<file path="config.mk">
export PLATFORM = sky130hd
export DESIGN_NAME = audio_clkgen
export DESIGN_NICKNAME = d
export VERILOG_FILES = /design/src/rtl/audio_clkgen_pkg.sv /design/src/rtl/aclk_cfg_decode.sv /design/src/rtl/aclk_phase_ctr.sv /design/src/rtl/audio_clkgen.sv
export SDC_FILE = /design/constraint.sdc
export NUM_CORES = 1
export LEC_CHECK = 0
export BUFFER_PORTS_ARGS = -buffer_cell sky130_fd_sc_hd__buf_4
export CORE_ASPECT_RATIO = 0.5
export CORE_UTILIZATION = 62
export CTS_CLUSTER_DIAMETER = 100
export CTS_CLUSTER_SIZE = 24
export DETAILED_ROUTE_END_ITERATION = 8
export GPL_TIMING_DRIVEN = 0
export PLACE_DENSITY = 0.82
export SETUP_SLACK_MARGIN = 0.5
export SYNTH_ARGS = -nofsm -noshare
export SYNTH_HDL_FRONTEND = slang
export SYNTH_SLANG_ARGS = --single-unit
</file>
<file path="constraint.sdc">
create_clock -name clk -period 5.04 [get_ports clk]
set_clock_uncertainty 0.1 [all_clocks]
set_input_delay 0.504 -clock clk [delete_from_list [all_inputs] [get_ports clk]]
set_output_delay 0.504 -clock clk [all_outputs]
set_load 0.01 [all_outputs]
</file>
<file path="src/rtl/audio_clkgen_pkg.sv">
// Shared definitions for the audio clock generator.
package audio_clkgen_pkg;

    // Width of the divisor-select field.
    localparam int SEL_W = 3;

    // Source of the bit-clock divisor.
    typedef enum logic {
        MODE_DIV = 1'b0,   // MCLK divided by a power of two
        MODE_MUL = 1'b1    // fixed bits per frame, divisor = FS / bits
    } clk_mode_e;

endpackage

</file>
<file path="src/rtl/aclk_cfg_decode.sv">
// Configuration decoder.
// Turns a stored configuration into the MCLK-cycle divisor of one bit period.
// Flags a configuration in which a half frame does not hold a whole number of
// bit periods.
// Assumes: the bits-per-frame values and the divide-mode divisors are powers of
// two, so every consistency test reduces to checking low-order bits of FS.
// Purely combinational.
module aclk_cfg_decode
    import audio_clkgen_pkg::*;
#(
    parameter int FS_W         = 12,
    parameter int MAX_DIV_LOG2 = 4,
    parameter int BPF_LO_LOG2  = 5,
    parameter int BPF_HI_LOG2  = 6
) (
    input  logic             mode,
    input  logic [SEL_W-1:0] div_log2,
    input  logic             bpf_hi,
    input  logic [FS_W-1:0]  fs,
    output logic [FS_W-1:0]  div,
    output logic             err
);
    localparam int SH_W = $clog2(FS_W + 1) + 1;

    logic [SH_W-1:0] shamt;
    logic [FS_W-1:0] low_mask;
    logic            low_bits_set;

    // Pick the shift, then test the FS bits that must be zero for consistency.
    always_comb begin
        if (mode == logic'(MODE_DIV)) begin
            shamt = SH_W'(div_log2) + SH_W'(1);
        end else begin
            shamt = bpf_hi ? SH_W'(BPF_HI_LOG2) : SH_W'(BPF_LO_LOG2);
        end
        low_mask     = (FS_W'(1) << shamt) - FS_W'(1);
        low_bits_set = |(fs & low_mask);
        if (mode == logic'(MODE_DIV)) begin
            div = FS_W'(1) << div_log2;
            err = (fs == '0) || (div_log2 > SEL_W'(MAX_DIV_LOG2)) || low_bits_set;
        end else begin
            div = fs >> shamt;
            err = (fs == '0) || low_bits_set;
        end
    end

endmodule

</file>
<file path="src/rtl/aclk_phase_ctr.sv">
// Phase counter.
// Counts MCLK cycles modulo a runtime period and reports the period start,
// the half point and whether the count is in the upper half.
// Assumes: period >= 1 whenever run is high. The count is held at zero while
// run is low or restart is high.
module aclk_phase_ctr #(
    parameter int W = 12
) (
    input  logic         clk,
    input  logic         rst_n,
    input  logic         run,
    input  logic         restart,
    input  logic [W-1:0] period,
    output logic         at_zero,
    output logic         at_half,
    output logic         upper
);
    logic [W-1:0] cnt;
    logic [W-1:0] half;

    assign half = period >> 1;

    // Advance the phase, wrapping at the period, and clear it on restart or idle.
    always_ff @(posedge clk) begin
        if (!rst_n) begin
            cnt <= '0;
        end else if (restart || !run) begin
            cnt <= '0;
        end else if (cnt == period - W'(1)) begin
            cnt <= '0;
        end else begin
            cnt <= cnt + W'(1);
        end
    end

    // Decode the phase points used by the outputs.
    always_comb begin
        at_zero = run && (cnt == '0);
        at_half = run && (cnt == half);
        upper   = run && (cnt >= half);
    end

    // the phase never leaves its period while running
    p_phase_range_r5: assert property (@(posedge clk) disable iff (!rst_n)
        run |-> (cnt < period));

    // a restart returns the phase to zero
    p_restart_zero_r10: assert property (@(posedge clk) disable iff (!rst_n)
        restart |=> (cnt == '0));

endmodule

</file>
<file path="src/rtl/audio_clkgen.sv">
// Audio bit and frame clock generator.
// Derives BCLK and LRC from MCLK as level outputs and clock-enable strobes.
// The bit divisor comes either from a power-of-two MCLK divide or from FS
// divided by the bits per frame. LRC spans FS MCLK cycles.
// Assumes: everything runs in the MCLK domain. A configuration takes effect
// only with cfg_load, and the load also restarts both phase counters.
module audio_clkgen
    import audio_clkgen_pkg::*;
#(
    parameter int FS_W         = 12,
    parameter int MAX_DIV_LOG2 = 4,
    parameter int BPF_LO_LOG2  = 5,
    parameter int BPF_HI_LOG2  = 6,
    parameter int DEF_FS       = 256,
    parameter int DEF_DIV_LOG2 = 2
) (
    input  logic             clk,
    input  logic             rst_n,
    input  logic             cfg_load,
    input  logic             cfg_mode,
    input  logic [SEL_W-1:0] cfg_div_log2,
    input  logic             cfg_bpf64,
    input  logic [FS_W-1:0]  cfg_fs,
    output logic             bclk,
    output logic             bclk_fall_stb,
    output logic             bclk_rise_stb,
    output logic             lrc,
    output logic             frame_stb,
    output logic             half_stb,
    output logic             config_error
);
    logic             mode_q;
    logic [SEL_W-1:0] div_log2_q;
    logic             bpf_q;
    logic [FS_W-1:0]  fs_q;
    logic [FS_W-1:0]  bit_div;
    logic             cfg_bad;
    logic             run;
    logic             b_zero, b_half, b_upper;
    logic             f_zero, f_half, f_upper;

    // Hold the active configuration; it changes only on a load pulse.
    always_ff @(posedge clk) begin
        if (!rst_n) begin
            mode_q     <= logic'(MODE_DIV);
            div_log2_q <= SEL_W'(DEF_DIV_LOG2);
            bpf_q      <= 1'b0;
            fs_q       <= FS_W'(DEF_FS);
        end else if (cfg_load) begin
            mode_q     <= cfg_mode;
            div_log2_q <= cfg_div_log2;
            bpf_q      <= cfg_bpf64;
            fs_q       <= cfg_fs;
        end
    end

    aclk_cfg_decode #(
        .FS_W(FS_W), .MAX_DIV_LOG2(MAX_DIV_LOG2),
        .BPF_LO_LOG2(BPF_LO_LOG2), .BPF_HI_LOG2(BPF_HI_LOG2)
    ) u_decode (
        .mode(mode_q), .div_log2(div_log2_q), .bpf_hi(bpf_q), .fs(fs_q),
        .div(bit_div), .err(cfg_bad)
    );

    assign run = !cfg_bad;

    aclk_phase_ctr #(.W(FS_W)) u_bit_ctr (
        .clk(clk), .rst_n(rst_n), .run(run), .restart(cfg_load),
        .period(bit_div), .at_zero(b_zero), .at_half(b_half), .upper(b_upper)
    );

    aclk_phase_ctr #(.W(FS_W)) u_frame_ctr (
        .clk(clk), .rst_n(rst_n), .run(run), .restart(cfg_load),
        .period(fs_q), .at_zero(f_zero), .at_half(f_half), .upper(f_upper)
    );

    // Map the phase points onto the clock outputs (all low while idle).
    always_comb begin
        bclk          = b_upper;
        bclk_fall_stb = b_zero;
        bclk_rise_stb = b_half;
        lrc           = f_upper;
        frame_stb     = f_zero;
        half_stb      = f_half;
        config_error  = cfg_bad;
    end

    // frame boundaries sit on a BCLK falling strobe
    p_frame_on_fall_r6: assert property (@(posedge clk) disable iff (!rst_n)
        (frame_stb || half_stb) |-> bclk_fall_stb);

    // LRC changes only at a frame or half-frame boundary
    p_lrc_moves_on_boundary_r5: assert property (@(posedge clk) disable iff (!rst_n)
        !cfg_load |=> ((lrc == $past(lrc)) || frame_stb || half_stb));

    // a divisor of one strobes both edges every cycle
    p_div_one_r4: assert property (@(posedge clk) disable iff (!rst_n)
        (run && bit_div == FS_W'(1)) |-> (bclk && bclk_fall_stb && bclk_rise_stb));

    // an inconsistent configuration silences every output
    p_idle_on_error_r9: assert property (@(posedge clk) disable iff (!rst_n)
        config_error |-> !(bclk || bclk_fall_stb || bclk_rise_stb ||
                           lrc || frame_stb || half_stb));

    // the first cycle after a load starts a frame with LRC low
    p_load_restarts_r10: assert property (@(posedge clk) disable iff (!rst_n)
        cfg_load |=> (!lrc && (config_error || frame_stb)));

    // the error flag cannot change without a load
    p_hold_without_load_r11: assert property (@(posedge clk) disable iff (!rst_n)
        !cfg_load |=> $stable(config_error));

endmodule

</file>
### After elaboration in Yosys (flattened, before gate mapping)

Cells that the tools add are included.
W data, S select, Z words.

* register bits after elaboration: 41
* output and inout port bits: 7
* logic and storage cells: 45

* add/sub/neg operators: 6
* $lt $le $gt $ge: 3
* equality and inequality tests: 4
* shifts and indexed selects: 3
* muxes and demuxes: 4
* bitwise operators: 2
* reductions and logical operators: 17

Operators with widths (count)
* $logic_not A12 Y1: 3
* $add A12 B1 Y12 const B: 2
* $eq A12 B11 Y1: 2
* $eq A12 B12 Y1: 2
* $ge A12 B11 Y1: 2
* $sub A12 B1 Y12 const B: 2
* $and A12 B12 Y12: 1
* $mux W12: 1
* $reduce_or A12 Y1: 1
* $shl A1 B3 Y12 const A: 1
* $shl A1 B5 Y12 const A: 1
* $shr A12 B5 Y12: 1
* $sub A12 B2 Y12 const B: 1
* $logic_and A1 B1 Y1: 6
* $reduce_or A3 Y1: 2
* $mux W5: 1
* $add A3 B1 Y4 const B: 1
* $logic_or A1 B1 Y1: 4
* $gt A3 B3 Y1 const B: 1
* $mux W2: 1
* $logic_not A1 Y1: 1
* $mux W1: 1
* $not A1 Y1: 1

### Logic depth before layout (Yosys ltp)

* word-level depth: 10
* depth in mapped cells: 15

### Cells and area by module

From an unflattened synthesis, not the netlist that was laid out.

* cells, all modules: 464
* area, all modules: 3880.0 um^2

Modules (own cells, without submodules)
* aclk_phase_ctr: times used 2, cells an instance 157, area an instance 1267.5 um^2, seq. area each 240.2 um^2
* aclk_cfg_decode: times used 1, cells an instance 95, area an instance 694.4 um^2, seq. area each 0.0 um^2
* audio_clkgen: times used 1, cells an instance 55, area an instance 650.6 um^2, seq. area each 340.3 um^2

### Least setup slack after synthesis

No wires, ideal clock.

* path type: reg-to-output
* from: register div_log2_q[0]
* to: output bclk
* arrival: 3.257 ns
* slack: 1.179 ns
* cell stages (with the launch flop): 14
* cell sequence: dfxtp_1 -> buf_4 -> inv_1 -> ha_1 -> nand4bb_4 -> or2_2 -> ha_1 -> clkbuf_1 -> mux2i_1 -> o2bb2ai_1 -> a221o_1 -> or4_4 -> buf_2 -> a31oi_1

* cells in the longest elaborated chain, start to end: 10
* elaborated cells between the ends (all ways): 17
* those cells by class: 2 x add/sub; 2 x order compare; 3 x shift; 3 x mux; 1 x bitwise; 6 x reduce/logical

Ends and longest elaborated chain
* start, declared: line audio_clkgen.sv:33 `logic [SEL_W-1:0] div_log2_q;`
* start signal, assigned: line audio_clkgen.sv:46 `div_log2_q <= SEL_W'(DEF_DIV_LOG2);`
* start signal, assigned: line audio_clkgen.sv:51 `div_log2_q <= cfg_div_log2;`
* $add A3 B1 Y4: line aclk_cfg_decode.sv:32 `shamt = SH_W'(div_log2) + SH_W'(1);`
* $mux W5: line aclk_cfg_decode.sv:31 `if (mode == logic'(MODE_DIV)) begin`
* $shl A1 B5 Y12: line aclk_cfg_decode.sv:36 `low_mask = (FS_W'(1) << shamt) - FS_W'(1);`
* $sub A12 B2 Y12: line aclk_cfg_decode.sv:36
* $and A12 B12 Y12: line aclk_cfg_decode.sv:37 `low_bits_set = |(fs & low_mask);`
* $reduce_or A12 Y1: line aclk_cfg_decode.sv:37
* $logic_or A1 B1 Y1 (on tied branches): line aclk_cfg_decode.sv:40, aclk_cfg_decode.sv:43
* $mux W1 (*): line aclk_cfg_decode.sv:38 `if (mode == logic'(MODE_DIV)) begin`
* via config_error: line audio_clkgen.sv:30 `output logic config_error`
* $logic_not A1 Y1 (*): line audio_clkgen.sv:65 `assign run = !cfg_bad;`
* $logic_and A1 B1 Y1 (*): line aclk_phase_ctr.sv:40 `upper = run && (cnt >= half);`
* end, declared: line audio_clkgen.sv:24 `output logic bclk,`

The timed path passes the listed nets; every way through them passes the cells marked *.

### Final worst setup path

* from: register div_log2_q[0]
* to: output bclk

* cells in the longest elaborated chain, start to end: 10
* elaborated cells between the ends (all ways): 17
* those cells by class: 2 x add/sub; 2 x order compare; 3 x shift; 3 x mux; 1 x bitwise; 6 x reduce/logical

Ends and longest elaborated chain (line)
* $add A3 B1 Y4: aclk_cfg_decode.sv:32
* $mux W5: aclk_cfg_decode.sv:31
* $shl A1 B5 Y12: aclk_cfg_decode.sv:36
* $sub A12 B2 Y12: aclk_cfg_decode.sv:36
* $and A12 B12 Y12: aclk_cfg_decode.sv:37
* $reduce_or A12 Y1: aclk_cfg_decode.sv:37
* $logic_or A1 B1 Y1 (on tied branches): aclk_cfg_decode.sv:40, aclk_cfg_decode.sv:43
* $mux W1: aclk_cfg_decode.sv:38
* $logic_not A1 Y1: audio_clkgen.sv:65
* $logic_and A1 B1 Y1 (*): aclk_phase_ctr.sv:40

Mark *: on every way between the ends. The rest lies on a longest branch, timed or not.

==> summary.txt <==
======================================================================================
Clock slew at the register clock pins of the worst setup and hold paths          60 ps
Final number of max-transition violations                                            0
Die Footprint                                                                 6420 um2
Post-Layout Inst Area                                                         4240 um2
Hold Path Depth                                                                      3
Max Cap Viol                                                                         0
Final setup violating endpoints                                                      0
Crit path buffers/inverters                                                          5
Wire length of the first global-routing pass                                   14.1 mm
Netlist area before placement                                                 3770 um2
Family with the most delay on the worst path                              simple AND/OR/NAND/NOR gates
Count of boundary I/O pins                                                          27
Number of fill cells in the layout                                                 468
Max FO, Critical Path                                                               10
Sink Count                                                                          41
Pwr Density                                                                 221 nW/um2
Vias in the first global route                                                    2986
Critical path class                                                       flop to primary output
R2r startpoint                                                            div_log2_q[0]$_SDFFE_PN0P_
Largest area contributor in the synthesized netlist                            dfxtp_1
Worst setup slack after placement                                               785 ps
Fraction of post-synthesis cell area in the top cell type by area                21.8%
Flop-to-flop setup slack                                                       1290 ps
Total overflow reported by the global router                                         0
Clock latency at the later pin of the worst-skew pair                           290 ps
First-pass iteration count of the detailed router                                    7
Sequential cell area in the final layout                                       822 um2
Leading register cell type out of synthesis                                    dfxtp_1
Cell depth of the worst setup path                                                  14
Peak ir drop on the vdd network                                               0.149 mV
# diodes                                                                             0
Fraction of registers with async set or reset after synthesis                       0%
Initial detailed-routing violation count                                           169
FF-to-FF End                                                              u_bit_ctr.cnt[4]$_SDFF_PP0_
Crit path cell chain                                                      buf_4, inv_1, ha_4, nand4bb_4, or2_2, ha_1, buf_2, mux2i_1, o2bb2ai_1, a221o_1, or4_4, buf_4, a31oi_1, buf_4
Area delta synth->final                                                          12.3%
Fraction of layout instances using a drive strength above 1                      17.7%
Synthesized area divided by synthesized cell count                            8.50 um2
# H-tree levels                                                                      2
Result of the run                                                         finished with violations
Violations in the final reports                                           design-rule violations
Vertical extent of the die                                                     57.2 um
Leakage                                                                     0.00176 uW
Most common cell on crit path                                                    buf_4
Die width                                                                       112 um
Number of distinct library cells after synthesis                                    67
Synth area leaders                                                        dfxtp_1, ha_1, mux2i_1
HPWL Detailed                                                                  6.38 mm
Number of instances in the synthesized netlist                                     444
Yosys warning total                                                                  0
Post-layout min period                                                         4330 ps
Postcts setup bufs                                                                   0
Placement Rows                                                                      19
Count of buffers inserted at the top-level ports                                    26
Portion of the post-synthesis area used by sequential elements                   21.8%
Remaining number of nets flagged by the antenna check after routing                  0
Worst hold margin                                                               338 ps
Deepest clock path buffer count                                                      2
Leading cell type in the layout, fill and taps excluded                        dfxtp_1
Most frequent cells in the layout                                         dfxtp_1, ha_1, buf_4
Startpoint type of the worst setup path                                           flop
DR DRC count                                                                         2
Final Hold Fails                                                                     0
Maximum number of pins on one net before global-route repair                        12
Timing-limited maximum frequency                                               231 MHz
Delay of the slowest cell on the worst path                                     430 ps
Slew of the pin with the lowest slew margin                                     804 ps
Normalized max-slew margin                                                       46.0%
Cell area reported after detailed placement                                   4070 um2
Clock buffer count from CTS                                                          5
Capturing element type of the critical path                               primary output
Path depth of the worst reg2reg path                                                14
Register bit count reported by yosys                                                41
Via Count                                                                         3258
Routed WL per cell                                                             15.3 um
EDFF count, synth                                                                    0
Critical path's slowest cell                                                     or4_4
Detailed Route WL                                                              8.47 mm
Global Route Usage Sum                                                           27.7%
Hold-fix buffers at CTS                                                              0
Post-Route Setup TNS                                                              0 ps
Final net count                                                                    535
Placeable core region                                                         5660 um2
Crit path required time                                                        4440 ps
Destination of the critical timing path                                           bclk
Data arrival time of the critical path                                         3720 ps
Period Utilization, post-route                                                   85.9%
Worst min-delay path class                                                primary input to flop
Worst setup path start                                                    div_log2_q[0]$_SDFFE_PN0P_
Via density per instance                                                          5.89
Final setup margin                                                              711 ps
Multi-input gate area in the final layout                                     2750 um2
Clock tree from TritonCTS                                                          yes
Antenna violations before repair                                                     0
Initial Util                                                                     66.7%
GP Congestion                                                                    0.881
Setup repair after global routing missed its margin                              false
Clock tree root buffer cell                                                  clkbuf_16
======================================================================================
## routing by layer
metal | part of all wire (%) | wire (um) | vias up | track usage, %
met5 | 0 | 0 | - | 0
met4 | 0.90 | 76 | 0 | 7.24
met3 | 5.6 | 476 | 10 | 6.70
met2 | 45 | 3850 | 64 | 46.2
met1 | 48 | 4070 | 1519 | 36.6
li1 | - | - | 1665 | -
## stage by stage
| stage | utilization (%) | cells | power (uW) |
|---|---|---|---|
| after floorplan | - | 447 | 543 |
| after global placement | 71.9 | 546 | 609 |
| after detailed placement | 71.9 | 546 | 612 |
| after CTS | 74.5 | 553 | 935 |
| after global routing | 74.9 | 553 | 984 |
| final | 74.9 | 553 | 938 |
## Yosys cell counts, types with 5 or more instances
cell type	count
a21oi_1	10
nand2_1	21
nor2b_1	20
ha_1	35
and2_1	5
a211oi_1	6
nand2b_1	11
inv_1	29
buf_4	5
a21o_1	6
mux2_2	7
xnor2_1	13
dfxtp_1	41
and3_1	7
o21ai_0	11
nand3_1	19
nand4_1	10
nor3_2	18
mux2i_1	24
nor2_1	23
xor2_1	26
clkbuf_1	9
nor4_1	6
nor3_1	14
## cell type report
class                           count  share of cell area (%)
Buffer                             21                    2.98
Inverter                           30                    2.66
Clock buffer                        7                    3.37
Timing Repair Buffer               26                    4.61
Tap cell                           73                    2.16
Multi-Input combinational cell    355                    64.8
Sequential cell                    41                    19.4
## worst min path at each step
stage,startpoint,end,slack [ps]
finish,cfg_fs[8],fs_q[8]$_SDFFE_PN1P_,340
CTS,cfg_fs[8],fs_q[8]$_SDFFE_PN1P_,340
global route,cfg_fs[8],fs_q[8]$_SDFFE_PN1P_,370
global placement,u_bit_ctr.cnt[0]$_SDFF_PP0_,u_bit_ctr.cnt[0]$_SDFF_PP0_,430
detailed placement,u_frame_ctr.cnt[0]$_SDFF_PP0_,u_frame_ctr.cnt[0]$_SDFF_PP0_,430
floorplan,u_bit_ctr.cnt[0]$_SDFF_PP0_,u_bit_ctr.cnt[0]$_SDFF_PP0_,380
## flip-flops by register name (all words and copies together), names as in the netlist
name / cells
fs_q: 12
u_bit_ctr.cnt: 12
u_frame_ctr.cnt: 12
div_log2_q: 3
bpf_q: 1
mode_q: 1
## where the power goes
| group | internal (uW) | switching [uW] | total (uW) |
|---|---|---|---|
| clock | 195 | 129 | 324 |
| combinational | 119 | 146 | 265 |
| sequential | 334 | 15.4 | 350 |
| total | 648 | 290 | 938 |
## cell families after synthesis
family / Yosys count / synth area share, %
flip-flops: 41 / 21.8
buffers and inverters: 51 / 6.24
other: 1 / 0.0994
AND/OR/NAND/NOR: 182 / 30.2
adder cells (fa/ha/maj): 35 / 11.6
AO/OA/AOI/OAI: 64 / 12.6
XOR/XNOR: 39 / 9.05
multiplexers: 31 / 8.46
## tightest hold or removal path, cell delays in order
cell	delay, ps
buf_4	80
nand2_1	40
o211ai_1	60
## repair_timing
action / in CTS / in global routing
endpoints found under the setup margin: 3 / 7
hold endpoints to repair: 0 / 0
gates cloned: 0 / 0
gates resized for setup: 1 / 8
(Power assumes the default switching activity.)
